`src/rtl/lcw_pkg.sv`:
```
// Package: shared widths, coding-field values and word kinds for the
// line-code word decoder. Assumes a 4-bit coding field above a word field.
package lcw_pkg;
    localparam int WF_W   = 16;
    localparam int CF_W   = 4;
    localparam int WORD_W = WF_W + CF_W;
    localparam int OUT_W  = WF_W + 1;
    localparam int CTRL_W = WF_W - 2;

    typedef enum logic [1:0] {
        K_IDLE = 2'd0,
        K_DATA = 2'd1,
        K_CTRL = 2'd2,
        K_ERR  = 2'd3
    } kind_t;

    localparam logic [CF_W-1:0] CF_DATA_T  = 4'b1101;
    localparam logic [CF_W-1:0] CF_DATA_I  = 4'b0010;
    localparam logic [CF_W-1:0] CF_XDATA_T = 4'b1011;
    localparam logic [CF_W-1:0] CF_XDATA_I = 4'b0100;
    localparam logic [CF_W-1:0] CF_CTL_T   = 4'b0011;
    localparam logic [CF_W-1:0] CF_CTL_I   = 4'b1100;
endpackage

```
`src/rtl/lcw_classify.sv`:
```
// Module: lcw_classify
// Decides the kind of a word from its coding field and the two centre bits
// of its word field. Also tells whether the field was inverted on transmit,
// and gives the extra data bit used in 17-bit mode. Purely combinational.
// Assumes the centre bits are taken from the word field as received.
module lcw_classify
    import lcw_pkg::*;
(
    input  logic [CF_W-1:0] cf,
    input  logic [1:0]      centre,
    input  logic            ext_mode,
    output kind_t           kind,
    output logic            invert,
    output logic            xbit
);
    logic centre_differs;

    // Centre bits differ on a control word and match on an idle word.
    assign centre_differs = centre[0] ^ centre[1];

    // Map each coding value to a kind, the inversion flag and the extra bit.
    always_comb begin
        kind   = K_ERR;
        invert = 1'b0;
        xbit   = 1'b0;
        case (cf)
            CF_DATA_T: kind = K_DATA;
            CF_DATA_I: begin
                kind   = K_DATA;
                invert = 1'b1;
            end
            CF_XDATA_T: if (ext_mode) begin
                kind = K_DATA;
                xbit = 1'b1;
            end
            CF_XDATA_I: if (ext_mode) begin
                kind   = K_DATA;
                invert = 1'b1;
                xbit   = 1'b1;
            end
            CF_CTL_T: kind = centre_differs ? K_CTRL : K_IDLE;
            CF_CTL_I: begin
                kind   = centre_differs ? K_CTRL : K_IDLE;
                invert = 1'b1;
            end
            default: kind = K_ERR;
        endcase
    end
endmodule

```
`src/rtl/lcw_restore.sv`:
```
// Module: lcw_restore
// Undoes the transmit-side inversion of the word field. Data words are
// passed whole, with the extra bit on top. Control words lose their two
// centre bits, and the bits above them move down to close the gap.
// Idle and illegal words give zero. Purely combinational.
module lcw_restore
    import lcw_pkg::*;
#(
    parameter int W = WF_W
) (
    input  logic [W-1:0] wf,
    input  kind_t        kind,
    input  logic         invert,
    input  logic         xbit,
    output logic [W:0]   payload
);
    localparam int HALF = W / 2;
    localparam int CW   = W - 2;

    logic [W-1:0]  wf_fix;
    logic [CW-1:0] ctrl;

    // Restore the true polarity of the word field.
    assign wf_fix = invert ? ~wf : wf;

    // Pack the control payload: skip centre bits HALF-1 and HALF.
    for (genvar i = 0; i < CW; i++) begin : g_pack
        if (i < HALF - 1) begin : g_lo
            assign ctrl[i] = wf_fix[i];
        end else begin : g_hi
            assign ctrl[i] = wf_fix[i + 2];
        end
    end

    // Select the payload shape for the decoded kind.
    always_comb begin
        case (kind)
            K_DATA:  payload = {xbit, wf_fix};
            K_CTRL:  payload = {{(W + 1 - CW){1'b0}}, ctrl};
            default: payload = '0;
        endcase
    end
endmodule

```
`src/rtl/lcw_decoder.sv`:
```
// Module: lcw_decoder (top)
// Decodes one aligned conditional-invert line-code word per clock into
// data/control/error flags and a restored payload. All results are
// registered and come one cycle later with out_valid. Assumes word
// alignment is done upstream. Synchronous active-low reset.
module lcw_decoder
    import lcw_pkg::*;
(
    input  logic              clk,
    input  logic              rst_n,
    input  logic              in_valid,
    input  logic [WORD_W-1:0] in_word,
    input  logic              ext_mode,
    output logic              out_valid,
    output logic              out_data,
    output logic              out_ctrl,
    output logic              out_err,
    output logic [OUT_W-1:0]  out_payload
);
    localparam int HALF = WF_W / 2;

    kind_t            kind;
    logic             invert;
    logic             xbit;
    logic [OUT_W-1:0] payload;

    lcw_classify u_cls (
        .cf       (in_word[WORD_W-1:WF_W]),
        .centre   (in_word[HALF:HALF-1]),
        .ext_mode (ext_mode),
        .kind     (kind),
        .invert   (invert),
        .xbit     (xbit)
    );

    lcw_restore #(.W(WF_W)) u_rst (
        .wf      (in_word[WF_W-1:0]),
        .kind    (kind),
        .invert  (invert),
        .xbit    (xbit),
        .payload (payload)
    );

    // Register the result. Reset or an empty cycle clears every output.
    always_ff @(posedge clk) begin
        if (!rst_n || !in_valid) begin
            out_valid   <= 1'b0;
            out_data    <= 1'b0;
            out_ctrl    <= 1'b0;
            out_err     <= 1'b0;
            out_payload <= '0;
        end else begin
            out_valid   <= 1'b1;
            out_data    <= (kind == K_DATA);
            out_ctrl    <= (kind == K_CTRL);
            out_err     <= (kind == K_ERR);
            out_payload <= payload;
        end
    end


    flags_exclusive_chk: assert property (@(posedge clk) disable iff (!rst_n)
        $countones({out_data, out_ctrl, out_err}) <= 1);


    err_zero_payload_chk: assert property (@(posedge clk) disable iff (!rst_n)
        out_err |-> (out_payload == '0));


    ctrl_upper_zero_chk: assert property (@(posedge clk) disable iff (!rst_n)
        out_ctrl |-> (out_payload[OUT_W-1:CTRL_W] == '0));


    valid_follow_chk: assert property (@(posedge clk) disable iff (!rst_n)
        in_valid |=> out_valid);


    empty_cycle_chk: assert property (@(posedge clk) disable iff (!rst_n)
        !in_valid |=> (!out_valid && !out_data && !out_ctrl && !out_err
                       && out_payload == '0));


    narrow_mode_chk: assert property (@(posedge clk) disable iff (!rst_n)
        (in_valid && !ext_mode) |=> !out_payload[OUT_W-1]);


    idle_word_chk: assert property (@(posedge clk) disable iff (!rst_n)
        (in_valid && in_word[WORD_W-1:WF_W] == CF_CTL_T
         && in_word[HALF] == in_word[HALF-1])
        |=> (out_valid && !out_data && !out_ctrl && !out_err
             && out_payload == '0));


    reset_clear_chk: assert property (@(posedge clk)
        !rst_n |=> (!out_valid && !out_data && !out_ctrl && !out_err));
endmodule

```
`config.mk`:
```
export PLATFORM = sky130hd
export DESIGN_NAME = lcw_decoder
export DESIGN_NICKNAME = d
export VERILOG_FILES = /design/src/rtl/lcw_pkg.sv /design/src/rtl/lcw_classify.sv /design/src/rtl/lcw_restore.sv /design/src/rtl/lcw_decoder.sv
export SDC_FILE = /design/constraint.sdc
export NUM_CORES = 1
export LEC_CHECK = 0
export BUFFER_PORTS_ARGS = -buffer_cell sky130_fd_sc_hd__buf_4
export CAP_MARGIN = 20
export CORE_MARGIN = 2
export CORE_UTILIZATION = 50
export DETAILED_ROUTE_END_ITERATION = 8
export PLACE_DENSITY_LB_ADDON = 0.3
export SYNTH_ARGS = -nofsm -noshare
export SYNTH_HDL_FRONTEND = slang
export SYNTH_SLANG_ARGS = --single-unit
export TNS_END_PERCENT = 1
```
`constraint.sdc`:
```
create_clock -name clk -period 4.8 [get_ports clk]
set_input_delay 0.72 -clock clk [delete_from_list [all_inputs] [get_ports clk]]
set_output_delay 0.72 -clock clk [all_outputs]
set_load 0.01 [all_outputs]
```
==> summary.md <==
| Metric | Value |
|---|---|
| Tot Pwr | 344.2 uW |
| Post-synth net total | 171 |
| Initial antenna violation count | 0 |
| Avg Inst Size Synth | 8.645 um^2 |
| Clock Power Share | 23.6% |
| Clock Sinks | 21 |
| Core Footprint | 2410 um^2 |
| Layout Area Growth over Synthesis | 26.82% |
| Int Power | 248.3 uW |
| Hold crit path type | in2reg |
| DRC viols | 0 |
| Worst Tran Pin Value | 654.8 ps |
| Reg power frac | 52.2% |
| Ratio of cells with drive above 1 in the final layout | 33.89% |
| P_leak | 0.6596 nW |
| Netlist cell types | 40 |
| Max Cap Viol | 0 |
| Setup Buffers After CTS | 0 |
| Setup TNS | 0 ps |
| Yosys top cell by area | dfxtp_1 |
| Die height | 53.72 um |
| Ys Warns | 0 |
| Mean routed wirelength per cell | 12.94 um |
| Max clock buf depth | 2 |
| Endpoints failing setup | 0 |
| Power per cell area | 219.6 nW/um^2 |
| Detailed Place HPWL | 2.029 mm |
| Num ports | 45 |
| Hold depth | 2 |
| Mapped Area | 1236 um^2 |
| Worst endpoint data arrival time | 3140 ps |
| Remaining antenna violation count | 0 |
| Cells resized by post-CTS repair | 0 |
| CTS tree | yes |
| Startpoint Class | input pin |
| Fin. Hold Viols | 0 |
| Routed wire length | 2.718 mm |
| Total GRT Usage | 20.57% |
| Critical path required time | 5030 ps |
| Dominant cell by count in the synthesized netlist | dfxtp_1 |
| Initial core utilization | 51.30% |
| VDD IR max | 174.8 uV |
| DR iter-0 viols | 27 |
| Vias | 1230 |
| Rows | 18 |
| Max-slew headroom | 55.89% |
| Synth Flop Type | dfxtp_1 |
| Hold buffers post-CTS | 0 |
| 1st-pass router iterations | 4 |
| F_max | 343.4 MHz |
| Hold Path End | out_valid |
| RSZ-0062 raised after global routing | no |
| Dpl cells | 206 |
| Fin nets | 209 |
| Via/cell ratio | 5.857 |
| Largest net degree at the start of global routing | 38 |
| WS Path Type | in2reg |
| Most frequent cells after synthesis | 21 x dfxtp_1, 11 x nand2_1, 10 x o21ai_0 |
| Yosys reg bits | 21 |
| DIE AREA | 2886 um^2 |
| Die X-Extent | 53.72 um |
| Antenna diodes | 0 |
| CTS Buf Count | 3 |
| Post-synth EDFFs | 0 |
| First-pass GRT wire length | 4.478 mm |
| IO buf count | 44 |
| Switch share | 27.87% |
| Number of global-route vias before repair | 1082 |
| Synth area leaders | dfxtp_1 34%, a311oi_1 5.0%, o221ai_1 5.0% |
| Post-route clock period utilization | 60.66% |
| Clock Pin Slew Worst Setup and Hold Paths | 110 ps |
| Combinational share of power | 24.2% |
| Clk root buf | clkbuf_4 |
| Setup crit end kind | flop |
| Crit path max fanout | 24 |
| Status | complete, no violations |
| Net load switching power | 95.93 uW |
| Max-slew violations | 0 |
| Congestion Overflow GR | 0 |
| Fillers | 190 |
| CTS H-Tree Depth | 1 |
| Final GP Congestion | 0.7553 |
| Post-synth ARST share | 0% |
| Post-Syn Instances | 143 |
| Synth top area share | 34.01% |
| Post-Layout Cell Count | 210 |
| Final min period | 2912 ps |
| Hold Path Origin | rst_n |
| Sequential area share after synthesis | 34.01% |
-- critical path: stages --
cell and delay (ps):
buf_4 190, inv_1 110, nor3_1 320, a211oi_1 150, a31o_2 260, ha_1 260
and3b_1 290, nand2_1 210, or4_1 530, o211ai_2 70
-- registers in the layout, indices dropped and copies added, names as in the netlist --
name and count:
out_payload 17, out_ctrl 1, out_data 1, out_err 1
out_valid 1
-- area by class of cell --
class | count | area, um^2 | area share, %
clock buffer | 3 | 22.52 | 1.437
clock inverter | 1 | 5.005 | 0.3192
tap | 30 | 37.54 | 2.394
timing repair buffer | 44 | 330.3 | 21.07
inverter | 2 | 7.507 | 0.4789
sequential | 21 | 420.4 | 26.82
multi-input combinational | 109 | 744.5 | 47.49
-- power groups by stage --
stage | clock, mW | combinational [mW] | sequential (mW)
after floorplan | 0 | 0.0475 | 0.186
after global placement | 0 | 0.0797 | 0.184
after detailed placement | 0 | 0.0828 | 0.184
after CTS | 0.0821 | 0.0831 | 0.180
after global routing | 0.0919 | 0.0935 | 0.180
final | 0.0813 | 0.0832 | 0.180
-- logic make-up (layout without fill, tap and decap cells) --
kind of cell	after synthesis	count (layout)	share of synthesized area, %
adders and majority gates	4	4	4.049
muxes	1	1	0.8097
DFF	21	21	34.01
AOI/OAI and AO/OA	48	48	28.14
xor gates and xnor gates	1	1	0.7086
buffers and inverters	13	50	5.769
and+or+nand+nor	55	55	26.52
-- cell usage in the layout (no fill, tap or decap), types with 2 or more instances in the layout --
| cell type | instances |
|---|---|
| o21ai_0 | 10 |
| a21oi_1 | 8 |
| ha_1 | 4 |
| or3b_2 | 6 |
| and3_1 | 3 |
| clkbuf_4 | 3 |
| nor2_2 | 3 |
| o221ai_1 | 7 |
| o22ai_1 | 5 |
| a311oi_1 | 7 |
| inv_1 | 2 |
| nand2b_1 | 8 |
| nor2_1 | 7 |
| o2111ai_1 | 2 |
| buf_4 | 44 |
| or4_1 | 2 |
| or3_1 | 7 |
| nand2_1 | 11 |
| dfxtp_1 | 21 |
-- per-layer routing --
layer	global-route usage [%]	vias to the layer above	share of wire [%]
met3	3.333	2	5.8
met5	0	-	0
met2	37.40	37	50
li1	-	618	-
met1	24.83	573	43
met4	5.128	0	0.70
-- stage by stage --
stage / setup WS [ps] / hold WS (ps) / util (%) / instance area (um^2)
6_report: 1888 / 669.0 / 65.06 / 1568
3_5_place_dp: 1614 / 972.8 / 63.91 / 1540
3_3_place_gp: 1723 / 962.6 / 63.91 / 1540
2_1_floorplan: 1719 / 841.7 / - / 1236
5_1_grt: 1650 / 660.9 / 65.06 / 1568
4_1_cts: 1923 / 667.1 / 65.06 / 1568
-- worst max-delay path by stage --
stage	slack (ps)	end	start
floorplan	1720	out_payload[8]	in_word[16]
global placement	1720	out_payload[8]	in_word[18]
detailed placement	1610	out_payload[8]	in_word[18]
CTS	1920	out_payload[8]	in_word[18]
global route	1650	out_payload[8]	in_word[18]
finish	1890	out_payload[8]	in_word[18]
Note: power is estimated with default switching activity, not from simulation.
